### src/rtl/ret_unit_tuner_pkg.sv
package ret_unit_tuner_pkg;

  // Tolerance: misses may grow to TOL_NUM/TOL_DEN of the reference (1.05x).
  parameter int unsigned TOL_NUM  = 21;
  parameter int unsigned TOL_DEN  = 20;
  // Low-rate rule: misses below 1/RATE_DIV of the accesses (0.05%).
  parameter int unsigned RATE_DIV = 2000;

  // Counts are zero-extended to this width before scaling (CNT_W <= 48).
  typedef logic [63:0] wide_t;

  typedef enum logic [1:0] {
    PH_BASE    = 2'd0,
    PH_TRY     = 2'd1,
    PH_MIGRATE = 2'd2,
    PH_MONITOR = 2'd3
  } phase_e;

  // Candidate stays strictly inside the tolerance band.
  function automatic logic inside_band(input wide_t miss, input wide_t ref_miss);
    return (miss * 64'(TOL_DEN)) < (ref_miss * 64'(TOL_NUM));
  endfunction

  // Monitored unit strictly above the tolerance band.
  function automatic logic above_band(input wide_t miss, input wide_t ref_miss);
    return (miss * 64'(TOL_DEN)) > (ref_miss * 64'(TOL_NUM));
  endfunction

  // Miss rate strictly below the low-rate limit.
  function automatic logic rate_is_low(input wide_t miss, input wide_t acc);
    return (miss * 64'(RATE_DIV)) < acc;
  endfunction

endpackage

### src/rtl/rt_base_hold.sv
module rt_base_hold #(
  parameter int CNT_W = 32
) (
  input  logic             clk,
  input  logic             rst_n,
  input  logic             capture,
  input  logic [CNT_W-1:0] miss_in,
  output logic [CNT_W-1:0] ref_q
);

  always_ff @(posedge clk or negedge rst_n) begin
    if (!rst_n) begin
      ref_q <= '0;
    end else if (capture) begin
      ref_q <= miss_in;
    end
  end

endmodule

### src/rtl/rt_miss_judge.sv
module rt_miss_judge
  import ret_unit_tuner_pkg::*;
#(
  parameter int CNT_W = 32
) (
  input  logic [CNT_W-1:0] miss_cnt,
  input  logic [CNT_W-1:0] acc_cnt,
  input  logic [CNT_W-1:0] ref_miss,
  input  logic             low_base_mode,
  output logic             cand_ok,
  output logic             drift
);

  logic in_band;
  logic over_band;
  logic low_rate;

  always_comb begin
    in_band   = inside_band(64'(miss_cnt), 64'(ref_miss));
    over_band = above_band(64'(miss_cnt), 64'(ref_miss));
    low_rate  = low_base_mode && rate_is_low(64'(miss_cnt), 64'(acc_cnt));
    cand_ok   = in_band || low_rate;
    drift     = over_band && !low_rate;
  end

endmodule

### src/rtl/rt_search_fsm.sv
module rt_search_fsm
  import ret_unit_tuner_pkg::*;
#(
  parameter int NUM_UNITS = 4,
  parameter int SEL_W     = $clog2(NUM_UNITS)
) (
  input  logic             clk,
  input  logic             rst_n,
  input  logic             ivl_done,
  input  logic             cand_ok,
  input  logic             drift,
  input  logic             mig_done,
  output logic [SEL_W-1:0] unit_sel,
  output logic             mig_req,
  output logic             ev_base_capture,
  output logic             ev_accept,
  output logic             ev_reject,
  output logic             ev_drift
);

  localparam logic [SEL_W-1:0] LONGEST = SEL_W'(NUM_UNITS - 1);
  localparam logic [SEL_W-1:0] SHORTEST = '0;

  phase_e           phase_q, phase_n;
  phase_e           after_q, after_n;
  logic [SEL_W-1:0] sel_q, sel_n;
  logic [SEL_W-1:0] keep_q, keep_n;

  // Named events for the checker.
  always_comb begin
    ev_base_capture = ivl_done && (phase_q == PH_BASE);
    ev_accept       = ivl_done && (phase_q == PH_TRY) && cand_ok;
    ev_reject       = ivl_done && (phase_q == PH_TRY) && !cand_ok;
    ev_drift        = ivl_done && (phase_q == PH_MONITOR) && drift;
  end

  always_comb begin
    phase_n = phase_q;
    after_n = after_q;
    sel_n   = sel_q;
    keep_n  = keep_q;
    unique case (phase_q)
      PH_BASE: begin
        if (ev_base_capture) begin
          keep_n  = LONGEST;
          sel_n   = LONGEST - SEL_W'(1);
          after_n = PH_TRY;
          phase_n = PH_MIGRATE;
        end
      end
      PH_TRY: begin
        if (ev_accept) begin
          keep_n = sel_q;
          if (sel_q == SHORTEST) begin
            phase_n = PH_MONITOR;
          end else begin
            sel_n   = sel_q - SEL_W'(1);
            after_n = PH_TRY;
            phase_n = PH_MIGRATE;
          end
        end else if (ev_reject) begin
          sel_n   = keep_q;
          after_n = PH_MONITOR;
          phase_n = PH_MIGRATE;
        end
      end
      PH_MONITOR: begin
        if (ev_drift) begin
          if (sel_q == LONGEST) begin
            phase_n = PH_BASE;
          end else begin
            sel_n   = LONGEST;
            after_n = PH_BASE;
            phase_n = PH_MIGRATE;
          end
        end
      end
      PH_MIGRATE: begin
        if (mig_done) begin
          phase_n = after_q;
        end
      end
      default: phase_n = PH_BASE;
    endcase
  end

  always_ff @(posedge clk or negedge rst_n) begin
    if (!rst_n) begin
      phase_q <= PH_BASE;
      after_q <= PH_TRY;
      sel_q   <= LONGEST;
      keep_q  <= LONGEST;
    end else begin
      phase_q <= phase_n;
      after_q <= after_n;
      sel_q   <= sel_n;
      keep_q  <= keep_n;
    end
  end

  assign unit_sel = sel_q;
  assign mig_req  = (phase_q == PH_MIGRATE);

endmodule

### src/rtl/ret_unit_tuner.sv
module ret_unit_tuner #(
  parameter int NUM_UNITS = 4,
  parameter int CNT_W     = 32,
  parameter int SEL_W     = $clog2(NUM_UNITS)
) (
  input  logic             clk,
  input  logic             rst_n,
  input  logic             ivl_done,
  input  logic [CNT_W-1:0] miss_cnt,
  input  logic [CNT_W-1:0] acc_cnt,
  input  logic             low_base_mode,
  input  logic             mig_done,
  output logic [SEL_W-1:0] unit_sel,
  output logic             mig_req
);

  logic [CNT_W-1:0] ref_miss;
  logic             cand_ok;
  logic             drift;
  logic             ev_base_capture;
  logic             ev_accept;
  logic             ev_reject;
  logic             ev_drift;

  rt_base_hold #(.CNT_W(CNT_W)) u_base (
    .clk     (clk),
    .rst_n   (rst_n),
    .capture (ev_base_capture),
    .miss_in (miss_cnt),
    .ref_q   (ref_miss)
  );

  rt_miss_judge #(.CNT_W(CNT_W)) u_judge (
    .miss_cnt      (miss_cnt),
    .acc_cnt       (acc_cnt),
    .ref_miss      (ref_miss),
    .low_base_mode (low_base_mode),
    .cand_ok       (cand_ok),
    .drift         (drift)
  );

  rt_search_fsm #(.NUM_UNITS(NUM_UNITS), .SEL_W(SEL_W)) u_fsm (
    .clk             (clk),
    .rst_n           (rst_n),
    .ivl_done        (ivl_done),
    .cand_ok         (cand_ok),
    .drift           (drift),
    .mig_done        (mig_done),
    .unit_sel        (unit_sel),
    .mig_req         (mig_req),
    .ev_base_capture (ev_base_capture),
    .ev_accept       (ev_accept),
    .ev_reject       (ev_reject),
    .ev_drift        (ev_drift)
  );

endmodule

### config.mk
export PLATFORM = sky130hd
export DESIGN_NAME = ret_unit_tuner
export DESIGN_NICKNAME = d
export VERILOG_FILES = /design/src/rtl/ret_unit_tuner_pkg.sv /design/src/rtl/rt_base_hold.sv /design/src/rtl/rt_miss_judge.sv /design/src/rtl/rt_search_fsm.sv /design/src/rtl/ret_unit_tuner.sv
export SDC_FILE = /design/constraint.sdc
export NUM_CORES = 1
export LEC_CHECK = 0
export BUFFER_PORTS_ARGS = -buffer_cell sky130_fd_sc_hd__buf_2
export CAP_MARGIN = 20
export CELL_PAD_IN_SITES_DETAIL_PLACEMENT = 1
export CELL_PAD_IN_SITES_GLOBAL_PLACEMENT = 2
export CORE_ASPECT_RATIO = 0.8
export CORE_UTILIZATION = 39
export CTS_CLUSTER_SIZE = 8
export DETAILED_ROUTE_END_ITERATION = 10
export GPL_ROUTABILITY_DRIVEN = 0
export GPL_TIMING_DRIVEN = 0
export PLACE_DENSITY = 0.8
export SLEW_MARGIN = 10
export SYNTH_ARGS = -nofsm -noshare
export SYNTH_HDL_FRONTEND = slang
export SYNTH_HIERARCHICAL = 1
export SYNTH_SLANG_ARGS = --single-unit
### constraint.sdc
create_clock -name clk -period 7 [get_ports clk]
set_input_delay 1.05 -clock clk [delete_from_list [all_inputs] [get_ports clk]]
set_output_delay 1.05 -clock clk [all_outputs]
set_load 0.1 [all_outputs]
==> results.toml, run 1 <==
[logic_synthesis]
synth_area_um2 = 13900
yosysWarningCount = 6
syn_area_per_cell_um2 = 8.883
synth_cells = 1565
syn-num-nets = 2087

[flow_run]
drv_cap = 0

[die]
fp-row-count = 61
initial_core_util_pct = 39.77
die_h_um = 170.9
die_w_um = 213.1
coreArea_um2 = 34960
ios = 72
design.die.area_um2 = 36410

[outcome]
status = "complete, but fails checks"
violations = "setup timing"

[critical_path]
critPathMostFrequentCell = "fa_1"
slowest_delay_ps = 540
worst_setup_path_end_kind = "register"
worstSetupPathType = "in -> reg"
crit_arrival_ps = 7640
cp_num_buf_inv = 5
worst_path_max_delay_cell = "fa_1"
crit_path_max_fanout = 6
path_delay_family = "adder cells"
crit_required_ps = 7230
startpoint_type = "input port"

[sta]
fin_tns_setup_ps = -2319
worst_slack_ps = -412.5
min_period_ps = 7413
finalHoldViolCount = 0
fmax_ghz = 0.1349
clock_skew_ps = 7.417
slew_viol_final = 0
setup_violations = 8
hold-worst-slack_ps = 492.7
rsz0062_at_grt = "yes"
timing.final.crit_share_pct = 105.9
worst_slew_pin_slew_ps = 663.9
slew_headroom_pct = 55.16

[detailed_routing]
vias = 11100
first_pass_iters = 4
ant_nets = 0
routed_wl_mm = 35.23
drc = 0
via_per_inst = 5.138
routedWlPerCell_um = 16.30
drtIter0Drc = 255

[cells_and_area]
fin_nets = 2207
final_common_cell = "inv_1"
fillers = 4160
area_growth_syn_to_layout_pct = 14.64
fin_cells = 2161
final_cell_mix = "inv_1 (337), ha_1 (295), fa_1 (139), a21oi_1 (96), buf_2 (63)"
drive_gt1_share_pct = 15.54
final_area_um2 = 15940

[placement]
place_area_um2 = 14930
io_buffers = 70
dp_hpwl_mm = 30.02
dp_cells = 2107

[global_route]
grt_pass1_vias = 11990
antenna_found_initial = 4
grt_max_degree = 41
overflow = 0
grt_pass1_wl_mm = 59.05
globalRouteTotalUtil_pct = 20.22

[clocking]
ctsHtreeMaxLevel = 2
cts_max_path_buffers = 2
worstSkewPairLatency_ps = 300
path_clk_slew_ps = 60
numCtsBuffers = 5
clock-sinks = 40
cts_tree = "done"
cts_root_buffer = "clkbuf_16"

[min_path]
hold_class = "reg -> reg"
-- per-stage QoR --
stage / setup slack (ps) / util, %
CTS: -448.3 / 45.09
finish: -412.5 / 45.59
floorplan: -149.4 / -
global route: -759.3 / 45.57
detailed placement: -1657 / 42.71
global placement: -1631 / 42.71
-- worst register-to-register path: cells and delay by family, from the launching register on --
kind | cells | cell delay [ps]
AO/OA/AOI/OAI | 12 | 2780
AND/OR/NAND/NOR | 7 | 1640
adder cells (fa/ha/maj) | 5 | 1590
flip-flops | 1 | 470
multiplexers | 1 | 330
buffers and inverters | 3 | 260
-- path summary, 6_finish.rpt --
kind | start | slack, ps | depth (start not counted) | endpoint
setup / recovery | miss_cnt[3] | -410 | 31 | u_fsm/unit_sel[1]
hold / removal | u_fsm/after_q[0] | 490 | 2 | u_fsm/after_q[0]
setup reg to reg | u_base/ref_q[5] | -150 | 28 | u_fsm/unit_sel[1]
hold reg to reg | u_fsm/after_q[0] | 490 | 2 | u_fsm/after_q[0]
max in group asynchronous | rst_n | 5770 | 2 | u_fsm/unit_sel[0]
min in group asynchronous | rst_n | 660 | 1 | u_base/ref_q[9]
-- per-layer routing --
| layer | vias to the layer above | track usage, % | routed length [um] |
|---|---|---|---|
| li1 | 5509 | - | - |
| met1 | 5514 | 27.03 | 16910 |
| met2 | 66 | 35.99 | 17490 |
| met3 | 12 | 2.258 | 686 |
| met4 | 2 | 2.064 | 142 |
| met5 | - | 0 | 8 |
-- registers in the layout, indices dropped and copies added, names as in the netlist --
register and cells:
u_base/ref_q 32, u_fsm/after_q 2, u_fsm/keep_q 2, u_fsm/phase_q 2
u_fsm/unit_sel 2
-- final cells by class --
cell class | instances | area, um^2 | area share [%]
well taps | 472 | 590.6 | 3.705
plain buffers | 12 | 111.4 | 0.6987
repair buffers | 117 | 832.0 | 5.221
clock buffers | 7 | 132.6 | 0.8322
flip-flops and latches | 40 | 1007 | 6.320
multi-input cells | 1156 | 11890 | 74.58
diodes | 3 | 7.507 | 0.04710
inverters | 353 | 1365 | 8.565
clock inverters | 1 | 5.005 | 0.03140
-- timing repair --
item | in CTS | in global routing
gates resized for setup | 104 | 18
endpoints found under the setup margin | 8 | 8
pin swaps | 75 | 35
endpoints found under the hold margin | 0 | 0
hold buffers | 0 | 0
buffers inserted | 40 | 9
Power of run 1 is not shown: default switching activity piles up to over one toggle a cycle in this logic, so the estimate is an artifact.
==> run 2: changes to the inputs <==
--- a/config.mk
+++ b/config.mk
@@ -8,14 +8,14 @@
 export BUFFER_PORTS_ARGS = -buffer_cell sky130_fd_sc_hd__buf_2
 export CAP_MARGIN = 20
 export CELL_PAD_IN_SITES_DETAIL_PLACEMENT = 1
-export CELL_PAD_IN_SITES_GLOBAL_PLACEMENT = 2
+export CELL_PAD_IN_SITES_GLOBAL_PLACEMENT = 1
 export CORE_ASPECT_RATIO = 0.8
 export CORE_UTILIZATION = 39
 export CTS_CLUSTER_SIZE = 8
 export DETAILED_ROUTE_END_ITERATION = 10
 export GPL_ROUTABILITY_DRIVEN = 0
 export GPL_TIMING_DRIVEN = 0
-export PLACE_DENSITY = 0.8
+export PLACE_DENSITY = 0.67
 export SLEW_MARGIN = 10
 export SYNTH_ARGS = -nofsm -noshare
 export SYNTH_HDL_FRONTEND = slang
==> run 2 against run 1 <==
  * The run still ends with setup timing left
  * Critical path depth is 1 higher
  * Die area unchanged
  * Via count increased by 0.41%
  * Clock skew fell by 2.7 ps
==> results.toml, run 2 (synthesis results as in run 1) <==
[min_path]
hold_class = "reg -> reg"
whs_path_depth = 2

[placement]
dp_hpwl_mm = 29.24
io_buffers = 70
place_area_um2 = 14930
place_ws_ps = -1645

[outcome]
status = "complete, but fails checks"
violations = "setup timing"

[die]
die_h_um = 170.9
fp-row-count = 61
initial_core_util_pct = 39.77
coreArea_um2 = 34960
ios = 72
die_w_um = 213.1
design.die.area_um2 = 36410

[sta]
rsz0062_at_grt = "yes"
timing.final.crit_share_pct = 106.6
worst_slew_pin_slew_ps = 602.0
clock_skew_ps = 4.740
min_period_ps = 7464
worst_slack_ps = -463.9
fmax_ghz = 0.1340
slew_headroom_pct = 59.80
finalHoldViolCount = 0
setup_violations = 8
slew_viol_final = 0

[global_route]
globalRouteTotalUtil_pct = 19.73
grt_max_degree = 41
overflow = 0
antenna_found_initial = 3
grt_pass1_vias = 11850
grt_pass1_wl_mm = 57.74

[detailed_routing]
drc = 0
first_pass_iters = 4
via_per_inst = 5.126
ant_nets = 0
vias = 11150
drtIter0Drc = 204
routedWlPerCell_um = 16.16
routed_wl_mm = 35.14

[cells_and_area]
final_common_cell = "inv_1"
final_area_um2 = 16180
final_cell_mix = "inv_1 (332), ha_1 (295), fa_1 (140), a21oi_1 (97), buf_2 (64)"
fin_nets = 2221
regMostFlops = "u_base/ref_q"
largest_reg_flops = 32
area_growth_syn_to_layout_pct = 16.37
drive_gt1_share_pct = 16.88

[critical_path]
path_delay_family = "adder cells"
worstSetupPathType = "in -> reg"
crit_arrival_ps = 7690
slowest_delay_ps = 580
worst_path_max_delay_cell = "fa_1"
startpoint_type = "input port"
crit_path_max_fanout = 5
critPathMostFrequentCell = "fa_1"
crit_required_ps = 7230
cp_num_buf_inv = 7
worst-path-stages = 32
reg2reg_depth = 28
worst_setup_path_end_kind = "register"

[clocking]
path_clk_slew_ps = 70
clock-sinks = 40
ctsHtreeMaxLevel = 2
cts_max_path_buffers = 2
cts_root_buffer = "clkbuf_16"
worstSkewPairLatency_ps = 300
ctsHoldBuffers = 0
numCtsBuffers = 5
cts_tree = "done"

[flow_run]
drv_cap = 0
run 2: changes by cell type in the layout (fill, tap and decap cells not counted), sizes merged:
cell    delta
clkbuf     -1
bufinv     +1
buf       +14
run 2: path summary, 6_finish.rpt:
| path | startpoint | to | slack (ps) |
|---|---|---|---|
| max reg2reg | u_base/ref_q[5] | u_fsm/unit_sel[1] | -300 |
| max in group asynchronous | rst_n | u_fsm/keep_q[1] | 5790 |
| min | u_fsm/after_q[0] | u_fsm/after_q[0] | 490 |
| min reg2reg | u_fsm/after_q[0] | u_fsm/after_q[0] | 490 |
| min in group asynchronous | rst_n | u_base/ref_q[4] | 660 |
| max | miss_cnt[5] | u_fsm/unit_sel[1] | -460 |
run 2: layout make-up:
cell class	count	area [um^2]
Tap cell	472	590.6
Timing Repair Buffer	131	982.2
Buffer	12	111.4
Inverter	353	1365
Fill cell	4126	18780
Multi-Input combinational cell	1156	11940
Antenna cell	3	7.507
Clock buffer	6	138.9
Sequential cell	40	1007
Clock inverter	2	38.79
run 2: through the flow:
stage          hold slack, ps  cells  setup TNS (ps)  utilization [%]
2_1_floorplan           444.7   1565          -154.7                -
3_3_place_gp            457.2   2107          -10810            42.71
3_5_place_dp            463.3   2107          -11510            42.71
4_1_cts                 492.6   2150           -3187            45.21
5_1_grt                 512.0   2172           -5520            46.26
6_report                490.3   2175           -2770            46.28
run 2: metal layers:
metal | part of all wire, % | GRT usage [%] | wire, um
met1 | 48 | 26.59 | 16950
met2 | 50 | 35.11 | 17460
met3 | 1.9 | 2.386 | 682
met4 | 0.15 | 1.126 | 52
met5 | 0 | 0 | 0
run 2: worst reg2reg max path, delay by kind of cell, from the launching register on:
family	cells	cell delay [ps]
simple gates	7	1640
fa+ha+maj	5	1570
compound gates	12	2990
flops	1	440
mux	1	330
buf+inv	3	260
run 2: repair_timing:
| action | in CTS | in global routing |
|---|---|---|
| gates resized for setup | 97 | 44 |
| endpoints found under the setup margin | 8 | 8 |
| setup buffers | 39 | 21 |
| pin swaps | 62 | 45 |
Power of run 2 is left out for the same reason.
